File: config.mk
export PLATFORM = sky130hd
export DESIGN_NAME = dma_burst_splitter
export DESIGN_NICKNAME = d
export VERILOG_FILES = /design/src/rtl/dmabs_pkg.sv /design/src/rtl/dmabs_align_chk.sv /design/src/rtl/dmabs_cfg_check.sv /design/src/rtl/dmabs_chunk_calc.sv /design/src/rtl/dmabs_stream.sv /design/src/rtl/dma_burst_splitter.sv
export SDC_FILE = /design/constraint.sdc
export NUM_CORES = 1
export LEC_CHECK = 0
export BUFFER_PORTS_ARGS = -buffer_cell sky130_fd_sc_hd__buf_2
export CAP_MARGIN = 25
export CORE_ASPECT_RATIO = 2
export CORE_MARGIN = 2
export CORE_UTILIZATION = 25
export CTS_BUF_LIST = sky130_fd_sc_hd__clkbuf_16
export DETAILED_ROUTE_END_ITERATION = 6
export PLACE_DENSITY = 0.52
export REMOVE_ABC_BUFFERS = 1
export SETUP_SLACK_MARGIN = 0.1
export SKIP_LAST_GASP = 1
export SLEW_MARGIN = 40
export SYNTH_ARGS = -nofsm -noshare
export SYNTH_HDL_FRONTEND = slang
export SYNTH_SLANG_ARGS = --single-unit
File: constraint.sdc
create_clock -name clk -period 7.9 [get_ports clk]
set_input_delay 0 -clock clk [delete_from_list [all_inputs] [get_ports clk]]
set_output_delay 0 -clock clk [all_outputs]
set_load 0.1 [all_outputs]
File: src/rtl/dmabs_pkg.sv
package dmabs_pkg;

    localparam int unsigned LEN_W = 7;   // longest transaction is 64 bytes

    typedef enum logic [2:0] {
        XS_1B  = 3'd0,
        XS_2B  = 3'd1,
        XS_4B  = 3'd2,
        XS_8B  = 3'd3,
        XS_4DW = 3'd4,
        XS_8DW = 3'd5
    } xsize_e;

    typedef struct packed {
        logic [2:0] xsize;
        logic       fifo_en;
        logic       size_mode;
        logic       dst_inhibit;
    } chan_cfg_t;

    // Bytes moved by one configured transfer unit; zero for reserved codes.
    function automatic logic [LEN_W-1:0] size_bytes(input logic [2:0] xs);
        case (xs)
            XS_1B:   return 7'd1;
            XS_2B:   return 7'd2;
            XS_4B:   return 7'd4;
            XS_8B:   return 7'd8;
            XS_4DW:  return 7'd32;
            XS_8DW:  return 7'd64;
            default: return 7'd0;
        endcase
    endfunction

    // Single-access unit: the size, capped at one doubleword.
    function automatic logic [3:0] unit_bytes(input logic [2:0] xs);
        case (xs)
            XS_1B:   return 4'd1;
            XS_2B:   return 4'd2;
            XS_4B:   return 4'd4;
            default: return 4'd8;
        endcase
    endfunction

    function automatic logic burst_ok(input logic [2:0] xs, input logic fifo_en);
        return fifo_en && ((xs == XS_4DW) || (xs == XS_8DW));
    endfunction

    // Largest power of two not above v (v nonzero).
    function automatic logic [LEN_W-1:0] floor_pow2(input logic [LEN_W-1:0] v);
        logic [LEN_W-1:0] r;
        r = '0;
        for (int i = 0; i < LEN_W; i++) begin
            if (v[i]) r = LEN_W'(1) << i;
        end
        return r;
    endfunction

endpackage

File: src/rtl/dmabs_align_chk.sv
module dmabs_align_chk (
    input  logic [2:0] xsize,
    input  logic       burst,
    input  logic [2:0] low3,
    input  logic       inc_neg,
    output logic       bad
);
    import dmabs_pkg::*;

    logic [3:0] unit;

    always_comb begin
        unit = unit_bytes(xsize);
        if (burst) begin
            bad = inc_neg;
        end else if (inc_neg && (unit == 4'd8)) begin
            bad = (low3 != 3'b111);
        end else begin
            case (unit)
                4'd1:    bad = 1'b0;
                4'd2:    bad = low3[0];
                4'd4:    bad = |low3[1:0];
                default: bad = |low3;
            endcase
        end
    end

endmodule

File: src/rtl/dmabs_cfg_check.sv
module dmabs_cfg_check #(
    parameter int unsigned IW = 8
) (
    input  logic [2:0]          xsize,
    input  logic                fifo_en,
    input  logic                dst_inhibit,
    input  logic [1:0][2:0]     low3,
    input  logic [1:0][IW-1:0]  inc,
    output logic                err
);
    import dmabs_pkg::*;

    localparam logic [IW-1:0] INC_P8 = IW'(8);
    localparam logic [IW-1:0] INC_M8 = ~INC_P8 + IW'(1);

    logic       burst;
    logic [1:0] side_bad;
    logic       inh_bad;

    assign burst = burst_ok(xsize, fifo_en);

    for (genvar g = 0; g < 2; g++) begin : g_side
        dmabs_align_chk u_chk (
            .xsize   (xsize),
            .burst   (burst),
            .low3    (low3[g]),
            .inc_neg (inc[g][IW-1]),
            .bad     (side_bad[g])
        );
    end

    assign inh_bad = dst_inhibit &&
                     !((inc[1] == INC_P8) || (inc[1] == '0) || (inc[1] == INC_M8));

    assign err = (xsize > 3'd5) || (|side_bad) || inh_bad;

endmodule

File: src/rtl/dmabs_chunk_calc.sv
module dmabs_chunk_calc #(
    parameter int unsigned CW     = 16,
    parameter int unsigned BND_LG = 8
) (
    input  logic [BND_LG-1:0]             addr_lo,
    input  logic [CW-1:0]                 rem,
    input  logic [2:0]                    xsize,
    input  logic                          burst,
    input  logic                          size_mode,
    output logic [dmabs_pkg::LEN_W-1:0]   len
);
    import dmabs_pkg::*;

    localparam int unsigned BW = BND_LG + 1;

    logic [LEN_W-1:0] sz;
    logic [3:0]       unit;
    logic [LEN_W-1:0] rem_cap;
    logic [BW-1:0]    to_bnd;
    logic [BW-1:0]    low_bit;
    logic [LEN_W-1:0] pow_cap;

    always_comb begin
        sz      = size_bytes(xsize);
        unit    = unit_bytes(xsize);
        rem_cap = (rem > CW'(sz)) ? sz : LEN_W'(rem);
        to_bnd  = (BW'(1) << BND_LG) - {1'b0, addr_lo};
        low_bit = BW'(1) << BND_LG;
        for (int i = BND_LG - 1; i >= 0; i--) begin
            if (addr_lo[i]) low_bit = BW'(1) << i;
        end
        pow_cap = floor_pow2(rem_cap);
    end

    always_comb begin
        if (!burst) begin
            len = (rem > CW'(unit)) ? LEN_W'(unit) : LEN_W'(rem);
        end else if (size_mode) begin
            len = (to_bnd < BW'(rem_cap)) ? LEN_W'(to_bnd) : rem_cap;
        end else begin
            len = (BW'(pow_cap) > low_bit) ? LEN_W'(low_bit) : pow_cap;
        end
    end

endmodule

File: src/rtl/dmabs_stream.sv
module dmabs_stream #(
    parameter int unsigned AW     = 32,
    parameter int unsigned CW     = 16,
    parameter int unsigned IW     = 8,
    parameter int unsigned BND_LG = 8
) (
    input  logic                          clk,
    input  logic                          rst,
    input  logic                          load,
    input  logic [AW-1:0]                 ld_addr,
    input  logic [CW-1:0]                 ld_count,
    input  logic [2:0]                    xsize,
    input  logic                          burst,
    input  logic                          size_mode,
    input  logic [IW-1:0]                 inc,
    output logic                          valid,
    input  logic                          ready,
    output logic [AW-1:0]                 addr,
    output logic [dmabs_pkg::LEN_W-1:0]   len
);
    import dmabs_pkg::*;

    localparam int unsigned BW = BND_LG + 1;

    logic [AW-1:0] addr_q;
    logic [CW-1:0] rem_q;
    logic          act_q;
    logic [AW-1:0] addr_nxt;
    logic [AW-1:0] inc_ext;

    dmabs_chunk_calc #(.CW(CW), .BND_LG(BND_LG)) u_calc (
        .addr_lo   (addr_q[BND_LG-1:0]),
        .rem       (rem_q),
        .xsize     (xsize),
        .burst     (burst),
        .size_mode (size_mode),
        .len       (len)
    );

    assign inc_ext = {{(AW-IW){inc[IW-1]}}, inc};

    always_comb begin
        if (burst) addr_nxt = (inc != '0) ? addr_q + AW'(len) : addr_q;
        else       addr_nxt = addr_q + inc_ext;
    end

    always_ff @(posedge clk) begin
        if (rst) begin
            addr_q <= '0;
            rem_q  <= '0;
            act_q  <= 1'b0;
        end else if (load) begin
            addr_q <= ld_addr;
            rem_q  <= ld_count;
            act_q  <= (ld_count != '0);
        end else if (act_q && ready) begin
            addr_q <= addr_nxt;
            rem_q  <= rem_q - CW'(len);
            if (rem_q == CW'(len)) act_q <= 1'b0;
        end
    end

    assign valid = act_q;
    assign addr  = addr_q;

    a_r6_no_cross: assert property (@(posedge clk) disable iff (rst)
        valid && burst |-> ({1'b0, addr[BND_LG-1:0]} + BW'(len)) <= (BW'(1) << BND_LG));

    a_r8_pow2_aligned: assert property (@(posedge clk) disable iff (rst)
        valid && burst && !size_mode |->
            $onehot(len) && ((addr[LEN_W-1:0] & (len - 1'b1)) == '0));

    a_r7_len_bound: assert property (@(posedge clk) disable iff (rst)
        valid |-> (len != '0) && (CW'(len) <= rem_q));

    a_r11_hold: assert property (@(posedge clk) disable iff (rst)
        valid && !ready && !load |=> valid && $stable(addr) && $stable(len));

endmodule

File: src/rtl/dma_burst_splitter.sv
module dma_burst_splitter #(
    parameter int unsigned AW     = 32,
    parameter int unsigned CW     = 16,
    parameter int unsigned IW     = 8,
    parameter int unsigned BND_LG = 8
) (
    input  logic                          clk,
    input  logic                          rst,
    input  logic                          start,
    input  logic [2:0]                    cfg_xsize,
    input  logic                          cfg_fifo_en,
    input  logic                          cfg_size_mode,
    input  logic                          cfg_dst_inhibit,
    input  logic [AW-1:0]                 src_addr_i,
    input  logic [AW-1:0]                 dst_addr_i,
    input  logic [IW-1:0]                 src_inc_i,
    input  logic [IW-1:0]                 dst_inc_i,
    input  logic [CW-1:0]                 byte_count_i,
    output logic                          busy,
    output logic                          cfg_err,
    output logic                          done,
    output logic                          src_valid,
    input  logic                          src_ready,
    output logic [AW-1:0]                 src_addr,
    output logic [dmabs_pkg::LEN_W-1:0]   src_len,
    output logic                          src_burst,
    output logic                          dst_valid,
    input  logic                          dst_ready,
    output logic [AW-1:0]                 dst_addr,
    output logic [dmabs_pkg::LEN_W-1:0]   dst_len,
    output logic                          dst_burst
);
    import dmabs_pkg::*;

    chan_cfg_t        cfg_q;
    logic [IW-1:0]    src_inc_q;
    logic [IW-1:0]    dst_inc_q;
    logic             busy_q;
    logic             err_q;
    logic             done_q;
    logic             err_now;
    logic             accept;
    logic             load;
    logic             burst_q;
    logic [1:0][2:0]  low3;
    logic [1:0][IW-1:0] incs;

    assign low3[0] = src_addr_i[2:0];
    assign low3[1] = dst_addr_i[2:0];
    assign incs[0] = src_inc_i;
    assign incs[1] = dst_inc_i;

    dmabs_cfg_check #(.IW(IW)) u_check (
        .xsize       (cfg_xsize),
        .fifo_en     (cfg_fifo_en),
        .dst_inhibit (cfg_dst_inhibit),
        .low3        (low3),
        .inc         (incs),
        .err         (err_now)
    );

    assign accept = start && !busy_q;
    assign load   = accept && !err_now;

    always_ff @(posedge clk) begin
        if (rst) begin
            cfg_q     <= '0;
            src_inc_q <= '0;
            dst_inc_q <= '0;
            busy_q    <= 1'b0;
            err_q     <= 1'b0;
            done_q    <= 1'b0;
        end else begin
            err_q  <= accept && err_now;
            done_q <= 1'b0;
            if (load) begin
                cfg_q     <= '{xsize: cfg_xsize, fifo_en: cfg_fifo_en,
                               size_mode: cfg_size_mode, dst_inhibit: cfg_dst_inhibit};
                src_inc_q <= src_inc_i;
                dst_inc_q <= dst_inc_i;
                busy_q    <= 1'b1;
            end else if (busy_q && !src_valid && !dst_valid) begin
                busy_q <= 1'b0;
                done_q <= 1'b1;
            end
        end
    end

    assign burst_q = burst_ok(cfg_q.xsize, cfg_q.fifo_en);

    dmabs_stream #(.AW(AW), .CW(CW), .IW(IW), .BND_LG(BND_LG)) u_src (
        .clk       (clk),
        .rst       (rst),
        .load      (load),
        .ld_addr   (src_addr_i),
        .ld_count  (byte_count_i),
        .xsize     (cfg_q.xsize),
        .burst     (burst_q),
        .size_mode (cfg_q.size_mode),
        .inc       (src_inc_q),
        .valid     (src_valid),
        .ready     (src_ready),
        .addr      (src_addr),
        .len       (src_len)
    );

    dmabs_stream #(.AW(AW), .CW(CW), .IW(IW), .BND_LG(BND_LG)) u_dst (
        .clk       (clk),
        .rst       (rst),
        .load      (load),
        .ld_addr   (dst_addr_i),
        .ld_count  (byte_count_i),
        .xsize     (cfg_q.xsize),
        .burst     (burst_q),
        .size_mode (cfg_q.size_mode),
        .inc       (dst_inc_q),
        .valid     (dst_valid),
        .ready     (dst_ready),
        .addr      (dst_addr),
        .len       (dst_len)
    );

    assign src_burst = burst_q;
    assign dst_burst = burst_q;
    assign busy      = busy_q;
    assign cfg_err   = err_q;
    assign done      = done_q;

    a_r4_err_idle: assert property (@(posedge clk) disable iff (rst)
        cfg_err |-> !busy && !src_valid && !dst_valid && !done);

    a_r12_done_single: assert property (@(posedge clk) disable iff (rst)
        done |=> !done);

    a_r12_done_quiet: assert property (@(posedge clk) disable iff (rst)
        done |-> !src_valid && !dst_valid && !busy);

    a_r13_valid_needs_busy: assert property (@(posedge clk) disable iff (rst)
        (src_valid || dst_valid) |-> busy);

endmodule

==> out/metrics.cfg <==
[run_status]
status = completed

[finish]
nets = 2086
n_fill_cell = 4801
fin_cells = 2422
mostFrequentLayoutCells = 190 x buf_2, 185 x nand2_1, 163 x a21oi_1
num_antenna_cells = 0
synthToLayoutAreaGrowth_pct = 31.70
final_util = 0.3342
final_cell_area_sq_um = 15040
drive_above_1_share = 0.1858
final_common_cell = buf_2

[synthesis]
async_reset_ff_frac = 0
yosysWarnings = 0
syn-cell-area_sq_um = 11420
synth.area.top_cells = dfxtp_1 21%, ha_1 14%, a21oi_1 7.3%
synth_top_area_frac = 0.2138
synth-seq-area-share = 0.2138
synth-seq-cells = 122
synthesis.instances = 1551
synth_edf_count = 0
synth_area_per_cell_sq_um = 7.364
synth_top_area_cell = dfxtp_1
ys_types = 83
synth-main-ff-cell = dfxtp_1

[timing]
worst_pin_slew_ps = 801.9
whs_ps = 20.28
relSlewSlack = 0.4621
fmax_ghz = 0.1349
fin_crit_sh = 0.9381
setup_viol = 0
final_hold_viol_count = 0
skew_ps = 17.62
maxSlewViolCount = 0
min_period_ps = 7411
rsz0062_at_grt = true

[cts]
cts_tree = built
clock_latency_ps = 450
cts_num_sinks = 122
clkTransAtPathRegs_ps = 70
numCtsBuffers = 17
clockRootBuffer = clkbuf_16
max-clock-path-buffers = 2
htreeDepth = 4

[power]
power_frac_seq = 0.263
ir_drop_mv = 0.1729
leakage_nw = 6.644
pwr-share-clk = 0.324
p_comb_frac = 0.413
power.total_mw = 2.567
switchingPower_mw = 1.076
p_int_mw = 1.491
switching_share = 0.4191
p_per_area_nw_per_um2 = 170.6

[setup_path]
crit_type = flip-flop to flip-flop
r2r_start = u_src.rem_q[11]$_SDFFE_PP0P_
crit_end = u_src.addr[31]$_SDFFE_PP0P_
max_stage_delay_ps = 640
cp-end-kind = flip-flop
start_kind = flip-flop
rrSetupSlack_ps = 490
path_max_fanout = 7
crit_path_start = u_src.rem_q[11]$_SDFFE_PP0P_
cpMostUsedCell = a21o_1
critPathSlowestCell = or4_1
worst-r2r-cell-count = 28
rr_endpoint = u_src.addr[31]$_SDFFE_PP0P_
worstPathRequired_ps = 8260
crit_arrival_ps = 7770

[floorplan]
core_area_sq_um = 45010
num_rows = 110
initial_utilization = 0.2538
pin_count = 192
die_w_microns = 155.1
die_h_microns = 306.3
die_area_sq_um = 47510

[route]
post_drt_wl_per_cell_microns = 18.22
drcViolationCount = 0
vias_per_cell = 5.209
routed_wl_microns = 44130
postRouteAntennaNets = 0
vias = 12617
drt_iter0_markers = 572
firstDrtPassIters = 5

[global_routing]
grt_util_all_layers = 0.1827
grt_max_degree = 87
grt_pass1_wl_microns = 68480
grt-ovfl-total = 0
antenna_found_initial = 0
grt_pass1_vias = 12935

[place]
place.gp.congestion = 0.9041
dp.cells = 2285
dp_hpwl_microns = 33840
io_buffers = 191
post_dp_cell_area_sq_um = 13220

[worst_hold_path]
hold_path.class = input port to flip-flop
hold_depth = 2

[job]
cap_violations = 0

## Yosys cell counts (24+ instances only)
| library cell | n |
|---|---|
| nand2_1 | 186 |
| a21oi_1 | 166 |
| nor2_1 | 156 |
| ha_1 | 126 |
| dfxtp_1 | 122 |
| o21ai_0 | 74 |
| nor3_1 | 66 |
| inv_1 | 63 |
| a211oi_1 | 61 |
| xnor2_1 | 56 |
| clkbuf_1 | 53 |
| a21o_1 | 44 |
| nand3_1 | 32 |
| o21bai_1 | 24 |
## metrics by stage
step           TNS [ps]  setup slack (ps)
3_3_place_gp          0             106.8
6_report              0             489.4
3_5_place_dp     -3.532            -3.532
4_1_cts               0             68.32
2_1_floorplan    -39280             -2145
5_1_grt               0             39.35
## worst max-delay path, delay by kind of cell, from the launching register on
kind                       cells  cell delay (ps)
AOI/OAI and AO/OA             16             3370
and+or+nand+nor                7             2510
adders and majority gates      2              580
muxes                          1              210
buffers and inverters          2              290
DFF                            1              340
## worst min-delay path by stage
| stage | from | slack, ps | endpoint |
|---|---|---|---|
| CTS | byte_count_i[4] | 2 | u_dst.valid$_SDFFE_PP0P_ |
| global placement | dst_addr_i[22] | 260 | u_dst.addr[22]$_SDFFE_PP0P_ |
| floorplan | rst | 70 | busy$_SDFFE_PP0P_ |
| finish | rst | 20 | cfg_q[4]$_SDFFE_PP0P_ |
| detailed placement | src_inc_i[1] | 260 | src_inc_q[1]$_SDFFE_PP0P_ |
| global route | byte_count_i[4] | 20 | u_src.rem_q[4]$_SDFFE_PP0P_ |
## state kept, by name, summed over array words and instances (netlist names)
signal	count
u_dst.addr	32
u_src.addr	32
u_dst.rem_q	16
u_src.rem_q	16
dst_inc_q	8
src_inc_q	8
cfg_q	5
busy	1
cfg_err	1
done	1
u_dst.valid	1
u_src.valid	1
## routing by layer
layer	vias up	global-route usage	wire (microns)
li1	6273	-	-
met1	5978	0.1944	17370
met2	285	0.3505	23640
met3	81	0.02007	1345
met4	0	0.08872	1775
met5	-	0	0
## timing repair
action | CTS | global route
hold buffers | 98 | 0
gates resized for setup | 4 | 45
setup endpoints to repair | 5 | 40
pin swaps | 0 | 10
setup buffers | 0 | 7
hold endpoints to repair | 111 | 0
## cells by family (layout without fill, tap and decap cells)
family	Yosys count	count (layout)	synth area share
AND/OR/NAND/NOR	575	575	0.2364
AO/OA/AOI/OAI	496	496	0.2848
buffers and inverters	137	448	0.04820
adder cells (fa/ha/maj)	130	130	0.1450
flip-flops	122	122	0.2138
XOR/XNOR	75	75	0.05752
multiplexers	16	16	0.01413
## power by group through the flow
stage	logic, mW	clock network [mW]	registers (mW)
after floorplan	0.598	0	0.778
after global placement	0.972	0	0.688
after detailed placement	0.979	0	0.688
after CTS	1.02	0.854	0.674
after global routing	1.15	0.875	0.679
final	1.06	0.833	0.675
## cell type report
class / instances / area (sq um) / area share
repair buffers: 352 / 2436 / 0.1620
well taps: 560 / 700.7 / 0.04658
clock inverters: 15 / 162.7 / 0.01081
inverters: 64 / 240.2 / 0.01597
clock buffers: 17 / 425.4 / 0.02828
multi-input cells: 1292 / 8631 / 0.5738
flip-flops and latches: 122 / 2446 / 0.1626
(Power assumes the default switching activity.)
